$ cat src/rtl/ppcreg_pkg.sv
package ppcreg_pkg;

  localparam int ADDR_W = 12;

  localparam logic [1:0] SZ_BYTE = 2'd0;
  localparam logic [1:0] SZ_HALF = 2'd1;
  localparam logic [1:0] SZ_WORD = 2'd2;

  typedef enum logic [3:0] {
    SEL_NONE,
    SEL_ZERO,
    SEL_RESP,
    SEL_NSC,
    SEL_NS,
    SEL_SP,
    SEL_NSP,
    SEL_ID
  } sel_e;

  typedef struct packed {
    sel_e       sel;
    logic [3:0] ppc;
    logic [3:0] id_idx;
  } dec_t;

  // constant identification bytes; only slot 4 depends on the window
  function automatic logic [7:0] id_byte(input logic nswin, input logic [3:0] idx,
                                         input logic [7:0] part_s,
                                         input logic [7:0] part_ns);
    logic [7:0] b;
    case (idx)
      4'd0:    b = 8'h04;
      4'd4:    b = nswin ? part_ns : part_s;
      4'd5:    b = 8'hC7;
      4'd6:    b = 8'h1B;
      4'd8:    b = 8'h0D;
      4'd9:    b = 8'hF0;
      4'd10:   b = 8'h05;
      4'd11:   b = 8'hB1;
      default: b = 8'h00;
    endcase
    return b;
  endfunction

endpackage

$ cat src/rtl/ppcreg_decode.sv
module ppcreg_decode
  import ppcreg_pkg::*;
#(
  parameter int NUM_INT = 2,
  parameter int NUM_APB = 4,
  parameter int NUM_AHB = 4
) (
  input  logic              nswin,
  input  logic [ADDR_W-1:0] addr,
  output dec_t              dec
);
  localparam int APB_BASE = NUM_INT;
  localparam int AHB_BASE = NUM_INT + NUM_APB;

  logic [3:0] grp;
  logic [1:0] sub;
  logic [9:0] id_word;

  assign grp     = addr[7:4];
  assign sub     = addr[3:2];
  assign id_word = addr[11:2] - 10'h3F4;

  always_comb begin
    dec = '{sel: SEL_NONE, ppc: 4'd0, id_idx: 4'd0};
    if (addr[11:4] >= 8'hFD) begin
      dec.sel    = SEL_ID;
      dec.id_idx = id_word[3:0];
    end else if (addr[11:8] == 4'h0) begin
      case (grp)
        4'h1: if (!nswin) dec.sel = (sub == 2'd0) ? SEL_RESP :
                                    (sub == 2'd1) ? SEL_NSC : SEL_NONE;
        4'h5: if (!nswin && sub == 2'd0) dec.sel = SEL_ZERO;
        4'h9: if (sub == 2'd0) dec.sel = SEL_ZERO;
        4'h6: if (!nswin && 32'(sub) < NUM_AHB) begin
          dec.sel = SEL_NS;  dec.ppc = 4'(AHB_BASE) + 4'(sub);
        end
        4'h7: if (!nswin && 32'(sub) < NUM_INT) begin
          dec.sel = SEL_NS;  dec.ppc = 4'(sub);
        end
        4'h8: if (!nswin && 32'(sub) < NUM_APB) begin
          dec.sel = SEL_NS;  dec.ppc = 4'(APB_BASE) + 4'(sub);
        end
        4'hA: if (32'(sub) < NUM_AHB) begin
          dec.sel = nswin ? SEL_NSP : SEL_SP;  dec.ppc = 4'(AHB_BASE) + 4'(sub);
        end
        4'hB: if (32'(sub) < NUM_INT) begin
          dec.sel = nswin ? SEL_NSP : SEL_SP;  dec.ppc = 4'(sub);
        end
        4'hC: if (32'(sub) < NUM_APB) begin
          dec.sel = nswin ? SEL_NSP : SEL_SP;  dec.ppc = 4'(APB_BASE) + 4'(sub);
        end
        default: dec.sel = SEL_NONE;
      endcase
    end
  end

endmodule

$ cat src/rtl/ppcreg_slice.sv
module ppcreg_slice #(
  parameter int PORTS = 16,
  parameter int MAXP  = 16
) (
  input  logic            clk,
  input  logic            rst_n,
  input  logic            wr_ns,
  input  logic            wr_sp,
  input  logic            wr_nsp,
  input  logic [MAXP-1:0] wdata,
  output logic [MAXP-1:0] ns_q,
  output logic [MAXP-1:0] sp_q,
  output logic [MAXP-1:0] nsp_q,
  output logic [MAXP-1:0] priv
);
  localparam logic [MAXP-1:0] KEEP =
    (PORTS >= MAXP) ? {MAXP{1'b1}} : MAXP'((64'd1 << PORTS) - 64'd1);

  logic [MAXP-1:0] ns_d, sp_d, nsp_d;

  always_comb begin
    ns_d  = wr_ns  ? (wdata & KEEP) : ns_q;
    sp_d  = wr_sp  ? (wdata & KEEP) : sp_q;
    nsp_d = wr_nsp ? (wdata & KEEP) : nsp_q;
  end

  always_ff @(posedge clk or negedge rst_n) begin
    if (!rst_n) begin
      ns_q  <= '0;
      sp_q  <= '0;
      nsp_q <= '0;
    end else begin
      ns_q  <= ns_d;
      sp_q  <= sp_d;
      nsp_q <= nsp_d;
    end
  end

  // per-port privilege: non-secure bit steers which mask applies
  assign priv = (ns_q & nsp_q) | (~ns_q & sp_q);

endmodule

$ cat src/rtl/ppc_ctl_regs.sv
module ppc_ctl_regs
  import ppcreg_pkg::*;
#(
  parameter int         NUM_INT   = 2,
  parameter int         NUM_APB   = 4,
  parameter int         NUM_AHB   = 4,
  parameter int         INT_PORTS = 4,
  parameter int         EXP_PORTS = 16,
  parameter logic [7:0] PART_S    = 8'h6A,
  parameter logic [7:0] PART_NS   = 8'h6B,
  localparam int        NPPC      = NUM_INT + NUM_APB + NUM_AHB,
  localparam int        MAXP      = (INT_PORTS > EXP_PORTS) ? INT_PORTS : EXP_PORTS,
  localparam int        OUT_W     = NPPC * MAXP
) (
  input  logic              clk,
  input  logic              rst_n,
  input  logic              bus_valid,
  input  logic              bus_write,
  input  logic              bus_nswin,
  input  logic [ADDR_W-1:0] bus_addr,
  input  logic [1:0]        bus_size,
  input  logic [31:0]       bus_wdata,
  output logic [31:0]       bus_rdata,
  output logic [OUT_W-1:0]  ppc_nonsec,
  output logic [OUT_W-1:0]  ppc_priv,
  output logic [1:0]        nsc_cfg,
  output logic              resp_cfg
);
  // reset: asserted asynchronously, released on a clock edge
  logic [1:0] rst_pipe;
  logic       rst_sync_n;

  always_ff @(posedge clk or negedge rst_n) begin
    if (!rst_n) rst_pipe <= 2'b00;
    else        rst_pipe <= {rst_pipe[0], 1'b1};
  end
  assign rst_sync_n = rst_pipe[1];

  dec_t dec;
  ppcreg_decode #(.NUM_INT(NUM_INT), .NUM_APB(NUM_APB), .NUM_AHB(NUM_AHB)) u_dec (
    .nswin (bus_nswin),
    .addr  (bus_addr),
    .dec   (dec)
  );

  logic wr_ok;
  assign wr_ok = bus_valid && bus_write && (bus_size == SZ_WORD);

  logic [MAXP-1:0] ns_arr  [NPPC];
  logic [MAXP-1:0] sp_arr  [NPPC];
  logic [MAXP-1:0] nsp_arr [NPPC];

  for (genvar p = 0; p < NPPC; p++) begin : g_ppc
    logic wr_ns, wr_sp, wr_nsp;
    assign wr_ns  = wr_ok && (dec.sel == SEL_NS)  && (dec.ppc == 4'(p));
    assign wr_sp  = wr_ok && (dec.sel == SEL_SP)  && (dec.ppc == 4'(p));
    assign wr_nsp = wr_ok && (dec.sel == SEL_NSP) && (dec.ppc == 4'(p));

    ppcreg_slice #(.PORTS((p < NUM_INT) ? INT_PORTS : EXP_PORTS), .MAXP(MAXP)) u_slice (
      .clk    (clk),
      .rst_n  (rst_sync_n),
      .wr_ns  (wr_ns),
      .wr_sp  (wr_sp),
      .wr_nsp (wr_nsp),
      .wdata  (bus_wdata[MAXP-1:0]),
      .ns_q   (ns_arr[p]),
      .sp_q   (sp_arr[p]),
      .nsp_q  (nsp_arr[p]),
      .priv   (ppc_priv[p*MAXP +: MAXP])
    );
    assign ppc_nonsec[p*MAXP +: MAXP] = ns_arr[p];
  end

  // configuration registers
  logic       resp_q, resp_d;
  logic [1:0] nsc_q, nsc_d;

  always_comb begin
    resp_d = (wr_ok && dec.sel == SEL_RESP) ? bus_wdata[0]   : resp_q;
    nsc_d  = (wr_ok && dec.sel == SEL_NSC)  ? bus_wdata[1:0] : nsc_q;
  end

  always_ff @(posedge clk or negedge rst_sync_n) begin
    if (!rst_sync_n) begin
      resp_q <= 1'b0;
      nsc_q  <= 2'b00;
    end else begin
      resp_q <= resp_d;
      nsc_q  <= nsc_d;
    end
  end

  assign resp_cfg = resp_q;
  assign nsc_cfg  = nsc_q;

  // read path
  logic [31:0] word, shifted;
  always_comb begin
    word = '0;
    case (dec.sel)
      SEL_RESP: word = {31'b0, resp_q};
      SEL_NSC:  word = {30'b0, nsc_q};
      SEL_ID:   word = {24'b0, id_byte(bus_nswin, dec.id_idx, PART_S, PART_NS)};
      SEL_NS, SEL_SP, SEL_NSP: begin
        for (int k = 0; k < NPPC; k++) begin
          if (dec.ppc == 4'(k)) begin
            word = (dec.sel == SEL_NS) ? 32'(ns_arr[k]) :
                   (dec.sel == SEL_SP) ? 32'(sp_arr[k]) : 32'(nsp_arr[k]);
          end
        end
      end
      default:  word = '0;
    endcase
  end

  assign shifted = word >> {bus_addr[1:0], 3'b000};

  always_comb begin
    bus_rdata = '0;
    if (bus_valid && !bus_write) begin
      case (bus_size)
        SZ_BYTE: bus_rdata = {24'b0, shifted[7:0]};
        SZ_HALF: bus_rdata = {16'b0, shifted[15:0]};
        default: bus_rdata = word;
      endcase
    end
  end

  logic unused_wdata;
  assign unused_wdata = &{1'b0, bus_wdata[31:MAXP]};

endmodule

$ cat config.mk
export PLATFORM = sky130hd
export DESIGN_NAME = ppc_ctl_regs
export DESIGN_NICKNAME = d
export VERILOG_FILES = /design/src/rtl/ppcreg_pkg.sv /design/src/rtl/ppcreg_decode.sv /design/src/rtl/ppcreg_slice.sv /design/src/rtl/ppc_ctl_regs.sv
export SDC_FILE = /design/constraint.sdc
export NUM_CORES = 1
export LEC_CHECK = 0
export ABC_CLOCK_PERIOD_IN_PS = 11800
export BUFFER_PORTS_ARGS = -buffer_cell sky130_fd_sc_hd__clkbuf_2
export CORE_ASPECT_RATIO = 2
export CORE_MARGIN = 1
export CORE_UTILIZATION = 50
export CTS_BUF_LIST = sky130_fd_sc_hd__clkbuf_8
export DETAILED_ROUTE_END_ITERATION = 8
export GPL_TIMING_DRIVEN = 0
export HOLD_SLACK_MARGIN = 0.08
export PLACE_DENSITY = 0.76
export SYNTH_ARGS = -nofsm -noshare
export SYNTH_HDL_FRONTEND = slang
export SYNTH_SLANG_ARGS = --single-unit
$ cat constraint.sdc
create_clock -name clk -period 11.8 [get_ports clk]
set_clock_uncertainty 0.15 [all_clocks]
set_input_delay 2.36 -clock clk [delete_from_list [all_inputs] [get_ports clk]]
set_output_delay 2.36 -clock clk [all_outputs]
set_load 0.02 [all_outputs]
* Word level (Yosys, flattened, before mapping)
Cells that the tools add are included.
** Storage, ports and cells
- Bits in registers :: 413
- Output and inout bits :: 355
- Word-level logic and storage cells :: 213
** Cells by class
- Add/subtract/negate cells :: 3
- $lt $le $gt $ge :: 2
- Eq/ne operators :: 34
- Shift-type cells :: 1
- Mux-type cells :: 51
- Bitwise gates (word level) :: 40
- Reductions and logical operators :: 49
** Operator list (count)
- $mux 32 :: 10
- $and 16x16->16 :: 16
- $mux 16 :: 16
- $not 16->16 :: 8
- $or 16x16->16 :: 8
- $pmux 32 s4 :: 1
- $pmux 32 s2 :: 1
- $pmux 8 s8 :: 1
- $eq 4x3->1 const B :: 14
- $eq 4x4->1 const B :: 11
- $logic_and 1x1->1 :: 40
- $mux 4 :: 10
- $and 16x4->16 :: 2
- $not 4->16 :: 2
- $or 4x16->16 :: 2
- $pmux 4 s8 :: 1
- $shr 32x5->16 :: 1
- $pmux 4 s6 :: 1
- $mux 7 :: 3
- $eq 4x2->1 const B :: 4
- $mux 8 :: 2
- $logic_not 4->1 :: 3
- $and 4x4->4 :: 2
- $eq 4x1->1 const B :: 2
- 13 further kinds :: 19

* Logic depth before layout (Yosys ltp)
- Depth after elaboration :: 24
- Mapped depth :: 15

* Modules after synthesis
A second synthesis with hierarchy kept.
** Second synthesis, totals
- Cell total of the unflattened synthesis :: 2030
- Area, all modules :: 24529.8 um^2
** By module, submodules not included
- ppcreg_slice (g_ppc[2].u_slice ...) :: times used 8, cells each 118, area an instance 2128.3 um^2, sequential area each 1201.2 um^2
- ppc_ctl_regs :: times used 1, cells each 868, area an instance 5370.2 um^2, sequential area each 125.1 um^2
- ppcreg_slice (g_ppc[0].u_slice ...) :: times used 2, cells each 77, area an instance 844.6 um^2, sequential area each 300.3 um^2
- ppcreg_decode :: times used 1, cells each 64, area an instance 444.2 um^2, sequential area each 0.0 um^2

* Least setup slack after synthesis
No wires, ideal clock.
- Path type :: in2out
- From :: in bus_addr[4]
- To :: out bus_rdata[2]
- Arrival :: 5.147 ns
- Data required time :: 9.290 ns
- Slack :: 4.143 ns
- Cell stages on the path :: 14
- Buffers on the path :: 3
- Cell sequence :: inv_1 ha_1 or2_1 a21oi_1 a211oi_4 and3_1 buf_6 buf_8 buf_6 a31oi_1 a2bb2oi_1 a2111oi_2 o21ai_1 a211oi_1
** Between the ends
- Cells in the longest elaborated chain, start to end :: 22
** RTL lines
- start: declaration :: line ppc_ctl_regs.sv:20 : input logic [ADDR_W-1:0] bus_addr,
- $eq 4x4->1 :: line ppcreg_decode.sv:29 : case (grp)
- $reduce_or 2->1 (no source line)
- $pmux 4 s8 :: line ppcreg_decode.sv:29
- $mux 8 :: line ppcreg_decode.sv:28 : end else if (addr[11:8] == 4'h0) begin
- $mux 4 :: line ppcreg_decode.sv:25 : if (addr[11:4] >= 8'hFD) begin
- $eq 4x3->1 :: line ppc_ctl_regs.sv:100, ppc_ctl_regs.sv:108
- $mux 4 :: line ppc_ctl_regs.sv:108 : (dec.sel == SEL_SP) ? 32'(sp_arr[k]) : 32'(nsp_arr[k]);
- $mux 4 :: line ppc_ctl_regs.sv:107 : word = (dec.sel == SEL_NS) ? 32'(ns_arr[k]) :
- $mux 4 :: line ppc_ctl_regs.sv:106 : if (dec.ppc == 4'(k)) begin
- $mux 32 (9 in series) :: line ppc_ctl_regs.sv:106
- $pmux 32 s4 * :: line ppc_ctl_regs.sv:100 : case (dec.sel)
- $shr 32x5->16 :: line ppc_ctl_regs.sv:116 : assign shifted = word >> {bus_addr[1:0], 3'b000};
- $pmux 32 s2 * :: line ppc_ctl_regs.sv:121 : case (bus_size)
- $mux 32 * :: line ppc_ctl_regs.sv:120 : if (bus_valid && !bus_write) begin
- end: declaration :: line ppc_ctl_regs.sv:23 : output logic [31:0] bus_rdata,
Every way passes the cells marked *; elsewhere a longest branch is shown, timed or not.

* Worst setup path in the final report
- From :: in bus_addr[4]
- To :: out bus_rdata[5]
** Between the ends
- Cells in the longest elaborated chain, start to end :: 20
** RTL lines (line)
- $eq 4x4->1 :: ppcreg_decode.sv:29
- $reduce_or 2->1 (no source line)
- $pmux 4 s8 :: ppcreg_decode.sv:29
- $mux 8 :: ppcreg_decode.sv:28
- $mux 4 :: ppcreg_decode.sv:25
- $eq 4x3->1 :: ppc_ctl_regs.sv:100, ppc_ctl_regs.sv:108
- $mux 16 :: ppc_ctl_regs.sv:108
- $mux 16 :: ppc_ctl_regs.sv:107
- $mux 32 (8 in series) :: ppc_ctl_regs.sv:106
- $pmux 32 s4 * :: ppc_ctl_regs.sv:100
- $shr 32x5->16 :: ppc_ctl_regs.sv:116
- $pmux 32 s2 * :: ppc_ctl_regs.sv:121
- $mux 32 * :: ppc_ctl_regs.sv:120
Marks and branches as above.

==> impl_metrics.py <==
metrics = {
    "status": {
        "outcome": "completed",
    },
    "clock_network": {
        "clk_pin_slew_ns": 0.07,
        "cts_buffers": 57,
        "cts_root_buf": "clkbuf_8",
        "ctsResizeCount": 0,
        "numClockSinks": 413,
        "cts.path.max_buffers": 3,
        "cts_hold_buf": 0,
        "postCtsSetupBuffers": 0,
        "insertion_delay_ns": 0.65,
        "cts_tree": "built",
        "cts_max_level": 2,
    },
    "sta": {
        "clock.fmax_ghz": 0.101,
        "hold_violations": 0,
        "rsz0062_at_grt": "no",
        "fin_crit_ns": 9.87,
        "worst_slew_pin_slew_ns": 1.36,
        "tns_ns": 0,
        "slew_violations": 0,
        "period_share_pct": 83.6,
        "setup_violations": 0,
        "slew_headroom_pct": 9.23,
    },
    "route": {
        "wl_um": 95700,
        "vias": 19200,
        "met1_length_um": 32400,
        "top_layer": "met5",
        "firstDrtPassIters": 5,
        "drtIter0Drc": 1669,
        "wl_met3_um": 7600,
        "wl_per_cell_um": 31.9,
        "via_per_inst": 6.39,
        "drcViolationCount": 0,
        "antenna_left": 0,
        "wl_met2_um": 45500,
    },
    "power_and_ir_drop": {
        "ir_drop_uv": 122,
        "p_per_area_nw_per_um2": 110,
        "p_leak_uw": 0.0130,
    },
    "worst_setup_path": {
        "crit_cells": 12,
        "critPathLaunch": "bus_addr[4]",
        "path_class": "in -> out",
        "rr_endpoint": "g_ppc[2].u_slice.sp_q[2]",
        "crit_path_cell_trace": "clkbuf_2 > inv_1 > ha_1 > nand2_1 > nor3_2 > nand2_1 > clkbuf_1 > a211oi_1 > a211oi_1 > a41o_1 > a22oi_1 > clkbuf_2",
        "crit_family": "compound AO/OA/AOI/OAI gates",
        "worstReg2RegStart": "rst_pipe[1]",
        "r2r.worst_path.cells": 4,
        "max_stage_delay_ns": 0.92,
        "required_ns": 9.29,
        "r2r_setup_slack_ns": 9.48,
        "cp-start-kind": "input pin",
        "cp_max_fo": 10,
        "endpoint_kind": "primary output",
        "slowest_stage": "a211oi_1",
        "cp.arrival_ns": 7.36,
        "cp_num_buf_inv": 4,
    },
    "final_layout": {
        "mostFrequentLayoutCells": "543 x mux2_2, 412 x dfrtp_1, 322 x clkbuf_2",
        "fin_util_pct": 60.2,
        "synthToLayoutAreaGrowth_pct": 18.3,
        "finalNetCount": 2454,
        "layout_commonest_cell": "mux2_2",
        "nFillCells": 3707,
        "final_cells": 2998,
        "drive_above_1_share_pct": 47.1,
    },
    "synth": {
        "synthTopCellsByArea": "dfrtp_1 47%, mux2_2 28%, nand2_1 4.0%, buf_4 2.5%, mux2i_1 1.4%",
        "postSynthAreaPerCell_um2": 11.4,
        "synth-edff-count": 0,
        "async_flop_share_pct": 100,
        "yosysSeqAreaShare_pct": 46.5,
        "synthCells": 1946,
        "synth-main-ff-cell": "dfrtp_1",
        "synth.cell_area_um2": 22200,
        "yosysTopAreaCell": "dfrtp_1",
        "yosysWarningCount": 0,
        "synth.distinct_cells": 76,
        "ys_ff_latch": 413,
        "yosys.area.top_type_share_pct": 46.5,
    },
    "min_path": {
        "hold_class": "reg -> async",
    },
    "floorplan": {
        "io_pins": 406,
        "die_area_um2": 45300,
        "die_h_um": 300,
        "fp.dieW_um": 151,
        "row_count": 108,
        "start_util_pct": 50.9,
        "core_um2": 43600,
    },
    "job": {
        "maxCapViolCount": 0,
    },
    "global_route": {
        "grt-ovfl-total": 0,
        "grt_pass1_wl_um": 135000,
        "grt_max_degree": 69,
        "antenna_found_initial": 4,
        "grt_pass1_vias": 19000,
        "grt_usage_pct": 42.8,
    },
    "place": {
        "globalplace.congestion": 1.02,
        "dp_cells": 2888,
        "dp.final_hpwl_um": 70300,
        "port_buffers": 322,
    },
}
synthesized netlist by cell type (8+ instances only):
cell type / instances
a211oi_1: 31
a21oi_1: 50
a311oi_1: 15
a31oi_1: 32
and3_1: 10
buf_1: 8
buf_2: 53
buf_4: 74
buf_6: 8
clkbuf_1: 56
dfrtp_1: 413
inv_1: 8
mux2_1: 17
mux2_2: 543
mux2i_1: 30
nand2_1: 234
nand3_1: 50
nor2_1: 76
nor2_2: 18
nor3_1: 11
o2111ai_1: 8
o211ai_1: 25
o21ai_0: 37
o22ai_1: 10
area by class of cell:
cell class                 count  area [um^2]  share of cell area [%]
sequential                   413        10300                    39.3
timing repair buffer         330         1790                    6.82
clock buffer                  80         1100                    4.19
tap                          550          688                    2.62
buffer                       202         1200                    4.55
inverter                       8         30.0                   0.114
antenna                        3         7.51                  0.0286
multi-input combinational   1386        10900                    41.5
clock inverter                26          213                   0.809
sequential cells by signal, summed over array words and instances (netlist names):
signal and cells:
g_ppc.u_slice.ns_q 136, resp_cfg 1, rst_pipe 2, nsc_cfg 2, g_ppc.u_slice.nsp_q 136, g_ppc.u_slice.sp_q 136
report_power, final:
group,switching (uW),leakage (uW),internal [uW]
combinational,154,0.00650,45.7
clock,596,0.000729,671
sequential,3.51,0.00577,1420
layer usage:
| metal | global-route usage, % | vias up |
|---|---|---|
| met5 | 0 | - |
| met4 | 37.9 | 4 |
| met3 | 7.45 | 447 |
| met2 | 68.8 | 1285 |
| met1 | 48.1 | 9591 |
| li1 | - | 7832 |
logic make-up (layout without fill, tap and decap cells):
family / after synthesis / in the layout / synth area share, %
DFF: 413 / 413 / 46.5
other: 2 / 68 / 0.0338
muxes: 590 / 590 / 29.7
adders and majority gates: 5 / 5 / 0.282
buffers and inverters: 210 / 646 / 5.52
AOI/OAI and AO/OA: 266 / 266 / 8.29
and+or+nand+nor: 459 / 459 / 9.58
xor gates and xnor gates: 1 / 1 / 0.0394
per-stage QoR:
step / total power (uW) / setup WS (ns) / area, um^2 / hold WS [ns]
floorplan: 1560 / 4.14 / 22500 / 0.181
global placement: 1630 / 1.93 / 24800 / 0.188
detailed placement: 1640 / 2.16 / 25000 / 0.196
CTS: 2880 / 2.14 / 26300 / 0.220
global route: 2950 / 1.97 / 26300 / 0.229
finish: 2890 / 1.93 / 26300 / 0.201
how the worst max path moves through the flow:
stage	end	slack, ns
6_report	bus_rdata[5]	1.93
5_1_grt	bus_rdata[2]	1.97
4_1_cts	bus_rdata[10]	2.14
3_5_place_dp	bus_rdata[10]	2.16
3_3_place_gp	bus_rdata[1]	1.93
2_1_floorplan	bus_rdata[2]	4.14
Note: power is estimated with default switching activity, not from simulation.
